==> src/rtl/mbox_pkg.sv <==
`timescale 1ns/1ps
package mbox_pkg;
  localparam int ST_VLD = 0;
  localparam int ST_RDY = 1;
  localparam int ST_WOF = 2;
  localparam int ST_ROE = 3;
  localparam int NUM_CORES = 2;
endpackage

==> src/rtl/mbox_fifo.sv <==
`timescale 1ns/1ps
module mbox_fifo #(
  parameter int DW    = 32,
  parameter int DEPTH = 8
) (
  input  logic          clk,
  input  logic          rst,
  input  logic          push,
  input  logic [DW-1:0] push_data,
  input  logic          pop,
  output logic [DW-1:0] pop_data,
  output logic          empty,
  output logic          full,
  output logic          drop,
  output logic          miss
);
  localparam int AW = (DEPTH > 1) ? $clog2(DEPTH) : 1;
  localparam int CW = $clog2(DEPTH + 1);
  localparam logic [AW-1:0] LAST = AW'(DEPTH - 1);
  localparam logic [CW-1:0] FULLC = CW'(DEPTH);

  logic [DW-1:0] mem [DEPTH];
  logic [AW-1:0] wptr, rptr;
  logic [CW-1:0] cnt;
  logic          pop_ok, push_ok;

  assign empty   = (cnt == '0);
  assign full    = (cnt == FULLC);
  assign pop_ok  = pop && !empty;
  assign push_ok = push && (!full || pop_ok);
  assign drop    = push && !push_ok;
  assign miss    = pop && empty;

  // storage without reset so it maps onto block RAM
  always_ff @(posedge clk) begin
    if (push_ok) mem[wptr] <= push_data;
  end

  always_ff @(posedge clk) begin
    if (rst) begin
      pop_data <= '0;
    end else if (pop) begin
      pop_data <= pop_ok ? mem[rptr] : '0;
    end
  end

  always_ff @(posedge clk) begin
    if (rst) begin
      wptr <= '0;
      rptr <= '0;
      cnt  <= '0;
    end else begin
      if (push_ok) wptr <= (wptr == LAST) ? '0 : wptr + 1'b1;
      if (pop_ok)  rptr <= (rptr == LAST) ? '0 : rptr + 1'b1;
      case ({push_ok, pop_ok})
        2'b10:   cnt <= cnt + 1'b1;
        2'b01:   cnt <= cnt - 1'b1;
        default: cnt <= cnt;
      endcase
    end
  end

  AST_CNT_RANGE: assert property (@(posedge clk) disable iff (rst)
    cnt <= FULLC) else $error("count beyond depth");

  AST_NO_OVERFLOW: assert property (@(posedge clk) disable iff (rst)
    (full && push && !pop) |=> (full && $stable(wptr))) else $error("full push changed queue");

  AST_EMPTY_POP_ZERO: assert property (@(posedge clk) disable iff (rst)
    (pop && empty) |=> (pop_data == '0)) else $error("empty pop not zero");

  AST_FULL_SWAP: assert property (@(posedge clk) disable iff (rst)
    (full && push && pop) |=> full) else $error("full swap lost a word");

  AST_PUSH_VISIBLE: assert property (@(posedge clk) disable iff (rst)
    push |=> !empty) else $error("pushed word not visible");

  AST_DATA_HOLD: assert property (@(posedge clk) disable iff (rst)
    !pop |=> $stable(pop_data)) else $error("pop data moved without pop");
endmodule

==> src/rtl/mbox_port.sv <==
`timescale 1ns/1ps
module mbox_port
  import mbox_pkg::*;
#(
  parameter int SW = 32
) (
  input  logic          clk,
  input  logic          rst,
  input  logic          rx_has,
  input  logic          tx_room,
  input  logic          ovf_evt,
  input  logic          udf_evt,
  input  logic          stat_wr,
  output logic [SW-1:0] status,
  output logic          irq
);
  logic wof_q, roe_q;

  // a new error wins over a clear in the same cycle
  always_ff @(posedge clk) begin
    if (rst) begin
      wof_q <= 1'b0;
      roe_q <= 1'b0;
    end else begin
      wof_q <= (wof_q && !stat_wr) || ovf_evt;
      roe_q <= (roe_q && !stat_wr) || udf_evt;
    end
  end

  always_comb begin
    status         = '0;
    status[ST_VLD] = rx_has;
    status[ST_RDY] = tx_room;
    status[ST_WOF] = wof_q;
    status[ST_ROE] = roe_q;
  end

  assign irq = rx_has || wof_q || roe_q;

  AST_WOF_STICKY: assert property (@(posedge clk) disable iff (rst)
    ovf_evt |=> (status[ST_WOF] && irq)) else $error("overflow flag missing");

  AST_ROE_STICKY: assert property (@(posedge clk) disable iff (rst)
    udf_evt |=> (status[ST_ROE] && irq)) else $error("underflow flag missing");

  AST_CLEAR_FLAGS: assert property (@(posedge clk) disable iff (rst)
    (stat_wr && !ovf_evt && !udf_evt) |=> (!status[ST_WOF] && !status[ST_ROE])) else $error("clear failed");

  AST_FLAG_HOLD: assert property (@(posedge clk) disable iff (rst)
    (!stat_wr && status[ST_WOF]) |=> status[ST_WOF]) else $error("overflow flag not sticky");
endmodule

==> src/rtl/mbox_pair.sv <==
`timescale 1ns/1ps
module mbox_pair
  import mbox_pkg::*;
#(
  parameter int DW    = 32,
  parameter int DEPTH = 8,
  parameter int SW    = 32
) (
  input  logic          clk,
  input  logic          rst,
  input  logic          c0_push,
  input  logic [DW-1:0] c0_push_data,
  input  logic          c0_pop,
  output logic [DW-1:0] c0_pop_data,
  input  logic          c0_stat_wr,
  output logic [SW-1:0] c0_status,
  output logic          c0_irq,
  input  logic          c1_push,
  input  logic [DW-1:0] c1_push_data,
  input  logic          c1_pop,
  output logic [DW-1:0] c1_pop_data,
  input  logic          c1_stat_wr,
  output logic [SW-1:0] c1_status,
  output logic          c1_irq
);
  // queue d is written by core d and read by the other core
  logic [NUM_CORES-1:0] push_v, pop_v, swr_v;
  logic [NUM_CORES-1:0] empty_v, full_v, drop_v, miss_v, irq_v;
  logic [DW-1:0]        wdat_v [NUM_CORES];
  logic [DW-1:0]        rdat_v [NUM_CORES];
  logic [SW-1:0]        stat_v [NUM_CORES];

  assign push_v    = {c1_push, c0_push};
  assign pop_v     = {c1_pop, c0_pop};
  assign swr_v     = {c1_stat_wr, c0_stat_wr};
  assign wdat_v[0] = c0_push_data;
  assign wdat_v[1] = c1_push_data;

  genvar g;
  generate
    for (g = 0; g < NUM_CORES; g++) begin : g_core
      mbox_fifo #(.DW(DW), .DEPTH(DEPTH)) u_fifo (
        .clk       (clk),
        .rst       (rst),
        .push      (push_v[g]),
        .push_data (wdat_v[g]),
        .pop       (pop_v[NUM_CORES-1-g]),
        .pop_data  (rdat_v[g]),
        .empty     (empty_v[g]),
        .full      (full_v[g]),
        .drop      (drop_v[g]),
        .miss      (miss_v[g])
      );

      mbox_port #(.SW(SW)) u_port (
        .clk     (clk),
        .rst     (rst),
        .rx_has  (!empty_v[NUM_CORES-1-g]),
        .tx_room (!full_v[g]),
        .ovf_evt (drop_v[g]),
        .udf_evt (miss_v[NUM_CORES-1-g]),
        .stat_wr (swr_v[g]),
        .status  (stat_v[g]),
        .irq     (irq_v[g])
      );
    end
  endgenerate

  assign c0_pop_data = rdat_v[1];
  assign c1_pop_data = rdat_v[0];
  assign c0_status   = stat_v[0];
  assign c1_status   = stat_v[1];
  assign c0_irq      = irq_v[0];
  assign c1_irq      = irq_v[1];

  AST_CROSS_VLD: assert property (@(posedge clk) disable iff (rst)
    c0_push |=> c1_status[ST_VLD]) else $error("core 1 did not see word");

  AST_OTHER_UNTOUCHED: assert property (@(posedge clk) disable iff (rst)
    (c0_stat_wr && !c1_stat_wr && c1_status[ST_ROE]) |=> c1_status[ST_ROE]) else $error("clear leaked");
endmodule

==> config.mk <==
export PLATFORM = sky130hd
export DESIGN_NAME = mbox_pair
export DESIGN_NICKNAME = d
export VERILOG_FILES = /design/src/rtl/mbox_pkg.sv /design/src/rtl/mbox_fifo.sv /design/src/rtl/mbox_port.sv /design/src/rtl/mbox_pair.sv
export SDC_FILE = /design/constraint.sdc
export NUM_CORES = 1
export LEC_CHECK = 0
export CAP_MARGIN = 15
export CELL_PAD_IN_SITES_DETAIL_PLACEMENT = 1
export CELL_PAD_IN_SITES_GLOBAL_PLACEMENT = 1
export CORE_AREA = 2 2 221 223
export DETAILED_ROUTE_END_ITERATION = 7
export DIE_AREA = 0 0 223 225
export PLACE_DENSITY = 0.82
export SETUP_SLACK_MARGIN = 0.4
export SLEW_MARGIN = 20
export SYNTH_ARGS = -nofsm -noshare
export SYNTH_HDL_FRONTEND = slang
export SYNTH_SLANG_ARGS = --single-unit
==> constraint.sdc <==
create_clock -name clk -period 8.2 [get_ports clk]
set_input_delay 2.46 -clock clk [delete_from_list [all_inputs] [get_ports clk]]
set_output_delay 2.46 -clock clk [all_outputs]
set_load 0.1 [all_outputs]
# [After elaboration in Yosys (flattened, before gate mapping)]
# Memory sizes are Yosys's and may differ from the RTL's. A register that Yosys moved wholly into a read port is not among the register bits.
# Index checks and enable logic that the tools add are counted.
[classes] n_addsub=8 eq_ne=10 muxes=16 n_reduce_logical=34
[op_table] cell="2-to-1 mux 32 bit" count=2
[op_table] cell="2-to-1 mux 3 bit" count=8
[op_table] cell="case mux 4 bit (2 select lines)" count=2
[op_table] cell="adder 3 x 1 -> 3 bit, second input constant" count=4
[op_table] cell="equality test 3 bit, second input constant" count=4
[op_table] cell="logical AND 1 bit" count=12
[op_table] cell="logical OR 1 bit" count=10
[op_table] cell="adder 4 x 1 -> 4 bit, second input constant" count=2
[op_table] cell="equality test 4 bit, second input constant" count=2
[op_table] cell="zero test 1 bit" count=8
[op_table] cell="zero test 4 bit" count=2
[op_table] cell="subtractor 4 x 1 -> 4 bit, second input constant" count=2
[op_table] cell="equality test 2 x 1 -> 1 bit, second input constant" count=2
[op_table] cell="equality test 2 bit, second input constant" count=2
[op_table] cell="2-to-1 mux 1 bit" count=4
[op_table] cell="nonzero test 2 bit" count=2
[totals] ff_bits=88 mem_bits_rw=512 out_inout_bits=130 elab_cells=82 mem_count=2
[memory_table] name="g_core[0].u_fifo.mem" words=8 word_bits=32 rd=1 rd_clocked_by_memory_dff=1 write_ports=1 line="mbox_fifo.sv:22" rtl="logic [DW-1:0] mem [DEPTH];"
[memory_table] name="g_core[1].u_fifo.mem" words=8 word_bits=32 rd=1 rd_clocked_by_memory_dff=1 write_ports=1 line="mbox_fifo.sv:22"

# [Depth between registers and ports, before layout]
# Gate-level depths: netlist (run 1).
[logic_depth] word_depth=8 ltp_mapped=12

# [Modules after synthesis]
# A second synthesis (run 1) with hierarchy kept.
[unflattened] cells_unflattened=1300 area_unflattened_um2=23356.2
[by_module_without_submodules] module="mbox_fifo (g_core[0].u_fifo)" instances=1 cells_per_inst=641 area_per_inst_um2=11388.4 seq_area_each_um2=8588.2
[by_module_without_submodules] module="mbox_fifo (g_core[1].u_fifo)" instances=1 cells_per_inst=571 area_per_inst_um2=11312.1 seq_area_each_um2=8588.2
[by_module_without_submodules] module="mbox_port" instances=2 cells_per_inst=42 area_per_inst_um2=320.3 seq_area_each_um2=40.0
[by_module_without_submodules] module="mbox_pair" instances=1 cells_per_inst=4 area_per_inst_um2=15.0 seq_area_each_um2=0.0

# [Worst setup path before layout (run 1)]
# Ideal clock, no wire load.
[synth_path] kind="input to register" start="in c1_pop" end="mem g_core[0].u_fifo.mem[0][0], enable pin" setup_ns=0.501 arrival_ns=6.020 required_ns=7.699 slack_ns=1.678 path_stages=3 n_path_buf=1 cell_sequence="clkbuf_1 o21ai_4 nor4_1"
[synth_via] elab_chain_cells=5
[synth_lines] element="from (decl)" line="mbox_pair.sv:20" rtl="input logic c1_pop,"
[synth_lines] element="logical AND 1 bit" line="mbox_fifo.sv:29" rtl="assign pop_ok = pop && !empty;"
[synth_lines] element="logical OR 1 bit" line="mbox_fifo.sv:30" rtl="assign push_ok = push && (!full || pop_ok);"
[synth_lines] element="logical AND 1 bit" line="mbox_fifo.sv:30"
[synth_lines] element="2-to-1 mux 1 bit" line="mbox_fifo.sv:36" rtl="if (push_ok) mem[wptr] <= push_data;"
[synth_lines] element="2-to-1 mux 1 bit (not written as such)" line="mbox_fifo.sv:36"
[synth_lines] element="to (decl)" line="mbox_fifo.sv:22"
# Every way passes these cells.

# [Final worst setup path (run 1)]
[layout_path] start="reg g_core[1].u_fifo.cnt[3]" end="out c0_irq"
[layout_via] elab_chain_cells=4
[layout_lines] element="from (decl)" line="mbox_fifo.sv:24" rtl="logic [CW-1:0] cnt;"
[layout_lines] element="from (signal assigned)" line="mbox_fifo.sv:56" rtl="2'b10: cnt <= cnt + 1'b1;"
[layout_lines] element="from (signal assigned)" line="mbox_fifo.sv:57" rtl="2'b01: cnt <= cnt - 1'b1;"
[layout_lines] element="from (signal assigned)" line="mbox_fifo.sv:58" rtl="default: cnt <= cnt;"
[layout_lines] element="zero test 4 bit" line="mbox_fifo.sv:27" rtl="assign empty = (cnt == '0);"
[layout_lines] element="zero test 1 bit" line="mbox_pair.sv:58" rtl=".rx_has (!empty_v[NUM_CORES-1-g]),"
[layout_lines] element="logical OR 1 bit (2 in a row)" line="mbox_port.sv:38" rtl="assign irq = rx_has || wof_q || roe_q;"
[layout_lines] element="to (decl)" line="mbox_pair.sv:17" rtl="output logic c0_irq,"
# Every way passes these cells.

==> out/qor.yml, run 1 <==
floorplan:
  fp.dieArea_sq_mm: 0.0502
  die_width_um: 223
  ios: 202
  die_y_um: 225
  rows: 80
  core-area_sq_mm: 0.0475
  start_util: 0.490
setup_path:
  cp_cell_sequence: "or4_1 > or3_1 > clkdlybuf4s50_1"
  r2r_cells: 5
  end_kind: "primary output"
  rrSetupSlack_ps: 4890
  cp_max_fo: 6
  required_ps: 5740
  cp_slowest_cell: "clkdlybuf4s50_1"
  worstSetupStartpointType: "flop"
  crit_type: "reg2out"
  arrival_ps: 3030
  critPathMaxStageDelay_ps: 970
  r2r-end: "g_core[1].u_fifo.pop_data[28]"
synthesis:
  synthTopCellsByArea: "edfxtp_1, mux2i_1, dfxtp_1, a22oi_1, a32o_1"
  netlist_instances: 1352
  ys_seq_elements: 606
  synth_top_cell_area_share: 0.660
  yosysUniqueCellTypes: 42
  syn_avg_cell_area_sq_um: 17.2
  synth.largest_area_cell: "edfxtp_1"
  syn_area_sq_mm: 0.0233
  yosysWarnings: 0
  ys_seq_area_frac: 0.741
finish:
  areaGrowthSynthToFinish_pct: 16.4
  layout_common_cells: "edfxtp_1, mux2i_1, clkdlybuf4s50_1"
  fillers: 4264
  mostFrequentLayoutCell: "edfxtp_1"
  multiInputGateArea_sq_mm: 0.00544
  nNetsFinal: 1583
  seq_area_sq_mm: 0.0173
  instances_no_fill: 2166
  drive_gt1_frac: 0.0945
timing:
  hold_viol: 0
  max_freq_ghz: 0.182
  rsz0062_at_grt: "false"
  setup_tns_ps: 0
  worst_slew_pin_slew_ps: 1070
  slew_violations: 0
  max_slew_margin: 0.288
  finClkSkew_ps: 21.5
  setup_viol: 0
  min_period_over_period: 0.670
  final.min_clock_period_ps: 5490
clock_tree:
  tritoncts: "done"
  cts_setup_buffers: 0
  clk_latency_ps: 620
  clockBufferDepth: 3
  clk_pin_slew_worst_paths_ps: 70
  clockRootBuffer: "clkbuf_16"
  numCtsBuffers: 58
  postCtsResizedCells: 0
  clock-sinks: 606
  htreeDepth: 2
  cts_hold_buffers: 0
pwr:
  peakVddDrop_uv: 212
  power_density_mw_per_mm2: 319
  leakage_nw: 8.78
job:
  cap_violations: 0
hold_path:
  hold_depth: 1
  min-delay-start: "g_core[0].u_fifo.pop_data[18]"
  hold_class: "reg2reg"
  worst_hold_path.endpoint: "g_core[0].u_fifo.pop_data[18]"
grt:
  antenna_found_initial: 7
  grt_pass1_wl_um: 88700
  grt_max_degree: 60
  track_usage: 0.237
  grt_pass1_vias: 14157
  grt_overflow: 0
placement:
  hpwl_um: 32000
  dp_cells: 2047
  io_buffers: 145
  gp_congestion: 0.747
routing:
  initialDrtViolationCount: 1078
  routed_via_density: 5.91
  wirelength_um: 60100
  wl_per_cell_um: 27.7
  drcViolationCount: 0
  num_vias: 12797
  dr.pass1.iters: 5
  ant_nets: 0
outcome:
  outcome: "complete, no violations"
[cell type report]
cell class / instances / area share
Clock inverter: 19 / 0.00739
Multi-Input combinational cell: 646 / 0.201
Tap cell: 615 / 0.0284
Clock buffer: 90 / 0.0606
Sequential cell: 606 / 0.637
Antenna cell: 6 / 0.000554
Inverter: 9 / 0.00125
Timing Repair Buffer: 175 / 0.0643
[per-layer routing]
layer / wire length (um) / vias up / GRT usage
li1: - / 5556 / -
met1: 23400 / 6693 / 0.281
met2: 31900 / 430 / 0.423
met3: 2900 / 112 / 0.0421
met4: 1830 / 6 / 0.108
met5: 35 / - / 0
[sequential cells by signal (all words and copies together) (netlist names), named ones only]
signal	count
g_core.u_fifo.pop_data	64
g_core.u_fifo.mem	512
g_core.u_port.wof_q	2
g_core.u_port.roe_q	2
g_core.u_fifo.cnt	8
g_core.u_fifo.wptr	6
g_core.u_fifo.rptr	6
[per-stage QoR]
step	util	hold slack, ps	power (mW)	instance area, sq um	worst slack [ps]
after floorplan	-	450	5.52	23500	1680
after global placement	0.529	448	5.92	25200	3230
after detailed placement	0.529	461	6.02	25200	3120
after CTS	0.568	475	8.67	27000	2670
after global routing	0.570	491	8.88	27100	2650
final	0.570	470	8.65	27100	2710
[where the power goes]
group,internal [mW],total [mW],switching (mW)
logic,0.687,2.27,1.58
clock network,1.47,2.63,1.16
registers,3.53,3.74,0.211
[Yosys cell counts]
cell      number
edfxtp_1     512
mux2i_1      260
a22oi_1      128
dfxtp_1       94
a32o_1        64
buf_4         64
clkbuf_1      43
buf_2         29
nor2_1        27
a21oi_1       20
ha_1          14
nand2_1       12
inv_1          9
buf_6          8
nor3_1         8
or3_1          7
nor2b_1        6
xor2_1         5
nand2b_1       4
nand3_1        3
o21ai_0        3
or4_1          3
and2_1         2
buf_1          2
nand4b_1       2
nor2_2         2
nor3b_1        2
nor4_1         2
o211ai_1       2
o21ai_4        2
o31ai_1        2
and3_1         1
conb_1         1
fa_1           1
mux2_2         1
nand2_2        1
nand2_4        1
nor4b_1        1
nor4bb_1       1
or3b_2         1
or4b_1         1
or4b_4         1
[cells by family (layout without fill, tap and decap cells)]
group,count (synthesis),in the layout,share of synthesized area
other cells,1,62,0.000161
flops,606,606,0.741
fa+ha+maj,15,15,0.00838
mux,261,261,0.112
simple gates,88,88,0.0204
buf+inv,155,293,0.0394
compound gates,221,221,0.0764
xor+xnor,5,5,0.00188
[critical path: cells and delay by family, from the launching register on]
family	cells	cell delay (ps)
DFF	1	360
buffers and inverters	1	970
and+or+nand+nor	2	1080
[how the worst max path moves through the flow]
stage,startpoint,to,slack (ps)
floorplan,c1_pop,g_core[0].u_fifo.mem[0][0],1680
global placement,c0_pop,g_core[1].u_fifo.mem[7][11],3230
detailed placement,c1_pop,g_core[0].u_fifo.mem[3][18],3120
CTS,g_core[1].u_fifo.cnt[3],c0_irq,2670
global route,g_core[1].u_fifo.cnt[3],c0_irq,2650
finish,g_core[1].u_fifo.cnt[3],c0_irq,2710
Note: power is estimated with default switching activity, not from simulation.
==> run 2: changes to the inputs <==
--- a/config.mk
+++ b/config.mk
@@ -8,10 +8,10 @@
 export CAP_MARGIN = 15
 export CELL_PAD_IN_SITES_DETAIL_PLACEMENT = 1
 export CELL_PAD_IN_SITES_GLOBAL_PLACEMENT = 1
-export CORE_AREA = 2 2 221 223
+export CORE_AREA = 2 2 234 236
 export DETAILED_ROUTE_END_ITERATION = 7
-export DIE_AREA = 0 0 223 225
-export PLACE_DENSITY = 0.82
+export DIE_AREA = 0 0 236 238
+export PLACE_DENSITY = 0.77
 export SETUP_SLACK_MARGIN = 0.4
 export SLEW_MARGIN = 20
 export SYNTH_ARGS = -nofsm -noshare
==> constraint.sdc (replaced) <==
create_clock -name clk -period 4.63 [get_ports clk]
set_input_delay 1.389 -clock clk [delete_from_list [all_inputs] [get_ports clk]]
set_output_delay 1.389 -clock clk [all_outputs]
set_load 0.1 [all_outputs]
==> run 2 against run 1 <==
Worst setup slack worse by 2100 ps. Die area is 12% higher. Total power is 81% higher. Clock-buffer cell count is 2 lower. Routed wire length is 8.1% lower. Core utilization is 5.5 points lower. Register-to-register slack worse by 3300 ps. Clock skew is 5.7 ps higher. Critical path depth is 1 lower. Combinational power is 72% higher. Via count is 1.9% lower. Flip-flop and latch count stayed put. Critical endpoint is now c1_status[1]. Largest cell class unchanged. Highest routed layer unchanged.
==> out/qor.yml, run 2 (synthesized netlist as in run 1, its figures left out) <==
pwr:
  power_density_mw_per_mm2: 570  # was 319 mW/mm^2
  clkPwrFrac: 0.326  # was 0.305
  p_seq_frac: 0.424  # was 0.433
  internal_power_mw: 10.5  # was 5.69 mW
  peakVddDrop_uv: 407  # was 212 uV
  p_comb_frac: 0.249  # was 0.263
  p_switching_mw: 5.23  # was 2.96 mW
  leakage_nw: 8.94  # was 8.78 nW
  power_mw: 15.7  # was 8.65 mW
  power.share.switching: 0.333  # was 0.342
clock_tree:
  clk_latency_ps: 600  # was 620 ps
  tritoncts: "done"  # unchanged
  clockRootBuffer: "clkbuf_16"  # unchanged
  postCtsResizedCells: 0  # unchanged
  cts_hold_buffers: 0  # unchanged
  htreeDepth: 3  # was 2
  clock-sinks: 606  # unchanged
  clockBufferDepth: 3  # unchanged
  clk_pin_slew_worst_paths_ps: 60  # was 70 ps
  cts_setup_buffers: 0  # unchanged
  numCtsBuffers: 66  # was 58
floorplan:
  start_util: 0.435  # was 0.490
  core-area_sq_mm: 0.0535  # was 0.0475 sq mm
  ios: 202  # unchanged
  fp.dieArea_sq_mm: 0.0562  # was 0.0502 sq mm
  die_width_um: 236  # was 223 um
  die_y_um: 238  # was 225 um
  rows: 85  # was 80
routing:
  ant_nets: 0  # unchanged
  wirelength_um: 55200  # was 60100 um
  dr.pass1.iters: 5  # unchanged
  wl_per_cell_um: 24.4  # was 27.7 um
  routed_via_density: 5.56  # was 5.91
  num_vias: 12549  # was 12797
  initialDrtViolationCount: 943  # was 1078
  drcViolationCount: 0  # unchanged
hold_path:
  hold_class: "reg2reg"  # unchanged
  hold_depth: 1  # unchanged
  min-delay-start: "g_core[1].u_fifo.pop_data[18]"  # was g_core[0].u_fifo.pop_data[18]
  worst_hold_path.endpoint: "g_core[1].u_fifo.pop_data[18]"  # was g_core[0].u_fifo.pop_data[18]
timing:
  setup_tns_ps: 0  # unchanged
  final.min_clock_period_ps: 4000
  hold_viol: 0  # unchanged
  whs_ps: 482  # was 470 ps
  fin_ws_ps: 627  # was 2710 ps
  rsz0062_at_grt: "false"  # unchanged
  finClkSkew_ps: 27.1  # was 21.5 ps
  min_period_over_period: 0.865
  max_freq_ghz: 0.250
  slew_violations: 0  # unchanged
  worst_slew_pin_slew_ps: 1160  # was 1070 ps
  max_slew_margin: 0.226  # was 0.288
  setup_viol: 0  # unchanged
setup_path:
  cp_max_fo: 5  # was 6
  r2r_cells: 8  # was 5
  r2r-end: "g_core[1].u_fifo.cnt[3]"  # was g_core[1].u_fifo.pop_data[28]
  required_ps: 3240  # was 5740 ps
  crit_path_start: "g_core[1].u_fifo.cnt[0]"  # was g_core[1].u_fifo.cnt[3]
  crit_type: "reg2out"  # unchanged
  worstSetupStartpointType: "flop"  # unchanged
  arrival_ps: 2610  # was 3030 ps
  rrSetupSlack_ps: 1600  # was 4890 ps
  r2r-start: "g_core[1].u_fifo.cnt[0]"
  end_kind: "primary output"  # unchanged
finish:
  mostFrequentLayoutCell: "edfxtp_1"  # unchanged
  stdcell_area_sq_mm: 0.0275  # was 0.0271 sq mm
  regMostFlops: "g_core.u_fifo.mem"  # unchanged
  top_regs: "g_core.u_fifo.mem: 512 flops, g_core.u_fifo.pop_data: 64 flops, g_core.u_fifo.cnt: 8 flops"  # unchanged
  final_core_util: 0.515  # was 0.570
  areaGrowthSynthToFinish_pct: 18.2  # was 16.4%
  instances_no_fill: 2259  # was 2166
  drive_gt1_frac: 0.112  # was 0.0945
  layout_common_cells: "edfxtp_1, mux2i_1, clkdlybuf4s50_1"  # unchanged
  largest_reg_flops: 512  # unchanged
  nNetsFinal: 1595  # was 1583
job:
  cap_violations: 0  # unchanged
grt:
  antenna_found_initial: 7  # unchanged
  track_usage: 0.197  # was 0.237
  grt_pass1_wl_um: 83500  # was 88700 um
  grt_overflow: 0  # unchanged
  grt_pass1_vias: 13588  # was 14157
  grt_max_degree: 60  # unchanged
placement:
  postPlaceCellArea_sq_mm: 0.0254  # was 0.0252 sq mm
  io_buffers: 145  # unchanged
  dp_cells: 2136  # was 2047
  post-place-ws_ps: 566  # was 3120 ps
  hpwl_um: 31000  # was 32000 um
  gp_congestion: 0.761  # was 0.747
outcome:
  outcome: "complete, no violations"  # unchanged
==> run 2: cell count changes in the layout (fill, tap and decap cells not counted), moves of 2 or more <==
cell and change:
buf_16 -2, buf_4 +9, clkbuf_1 -11, clkbuf_16 +10, clkdlybuf4s50_1 -3, clkinv_2 +7, clkinv_4 +2, clkinv_8 +2
diode_2 -4, nor3_2 -5, nor3_4 +5, nor4_2 -2, nor4_4 +2
==> run 2: how the worst max path moves through the flow <==
stage | depth (start not counted) | endpoint | slack, ps
detailed placement | 8 | g_core[1].u_fifo.cnt[3] | 570
CTS | 2 | c1_status[1] | 590
global route | 2 | c1_status[1] | 570
floorplan | 3 | g_core[0].u_fifo.mem[4][0] | 20
global placement | 8 | g_core[1].u_fifo.cnt[3] | 650
finish | 2 | c1_status[1] | 630
==> run 2: layout make-up <==
class                      instances  area, sq um
inverter                           9         33.8
clock inverter                    33          305
sequential                       606        17300
clock buffer                      88         1840
antenna                            2         5.00
fill                            4953        26000
timing repair buffer             179         1720
tap                              696          871
multi-input combinational        646         5490
==> run 2: worst max-delay path, cell delays in order (launching register included) <==
cell             delay, ps
dfxtp_1                350
or4b_1                 660
clkdlybuf4s50_1       1030
==> run 2: power groups by stage <==
| stage | clock, mW | sequential, mW | combinational (mW) |
|---|---|---|---|
| after floorplan | 0 | 7.46 | 2.32 |
| after global placement | 0 | 6.75 | 3.80 |
| after detailed placement | 0 | 6.78 | 3.91 |
| after CTS | 5.21 | 6.67 | 3.93 |
| after global routing | 5.43 | 6.70 | 4.10 |
| final | 5.12 | 6.66 | 3.91 |
==> run 2: routing by layer <==
metal / vias to the layer above / track usage / routed length, um
met2: 375 / 0.355 / 29100
met4: 10 / 0.0600 / 1140
met3: 94 / 0.0404 / 3060
met1: 6497 / 0.236 / 21900
met5: - / 0 / 70
li1: 5573 / - / -
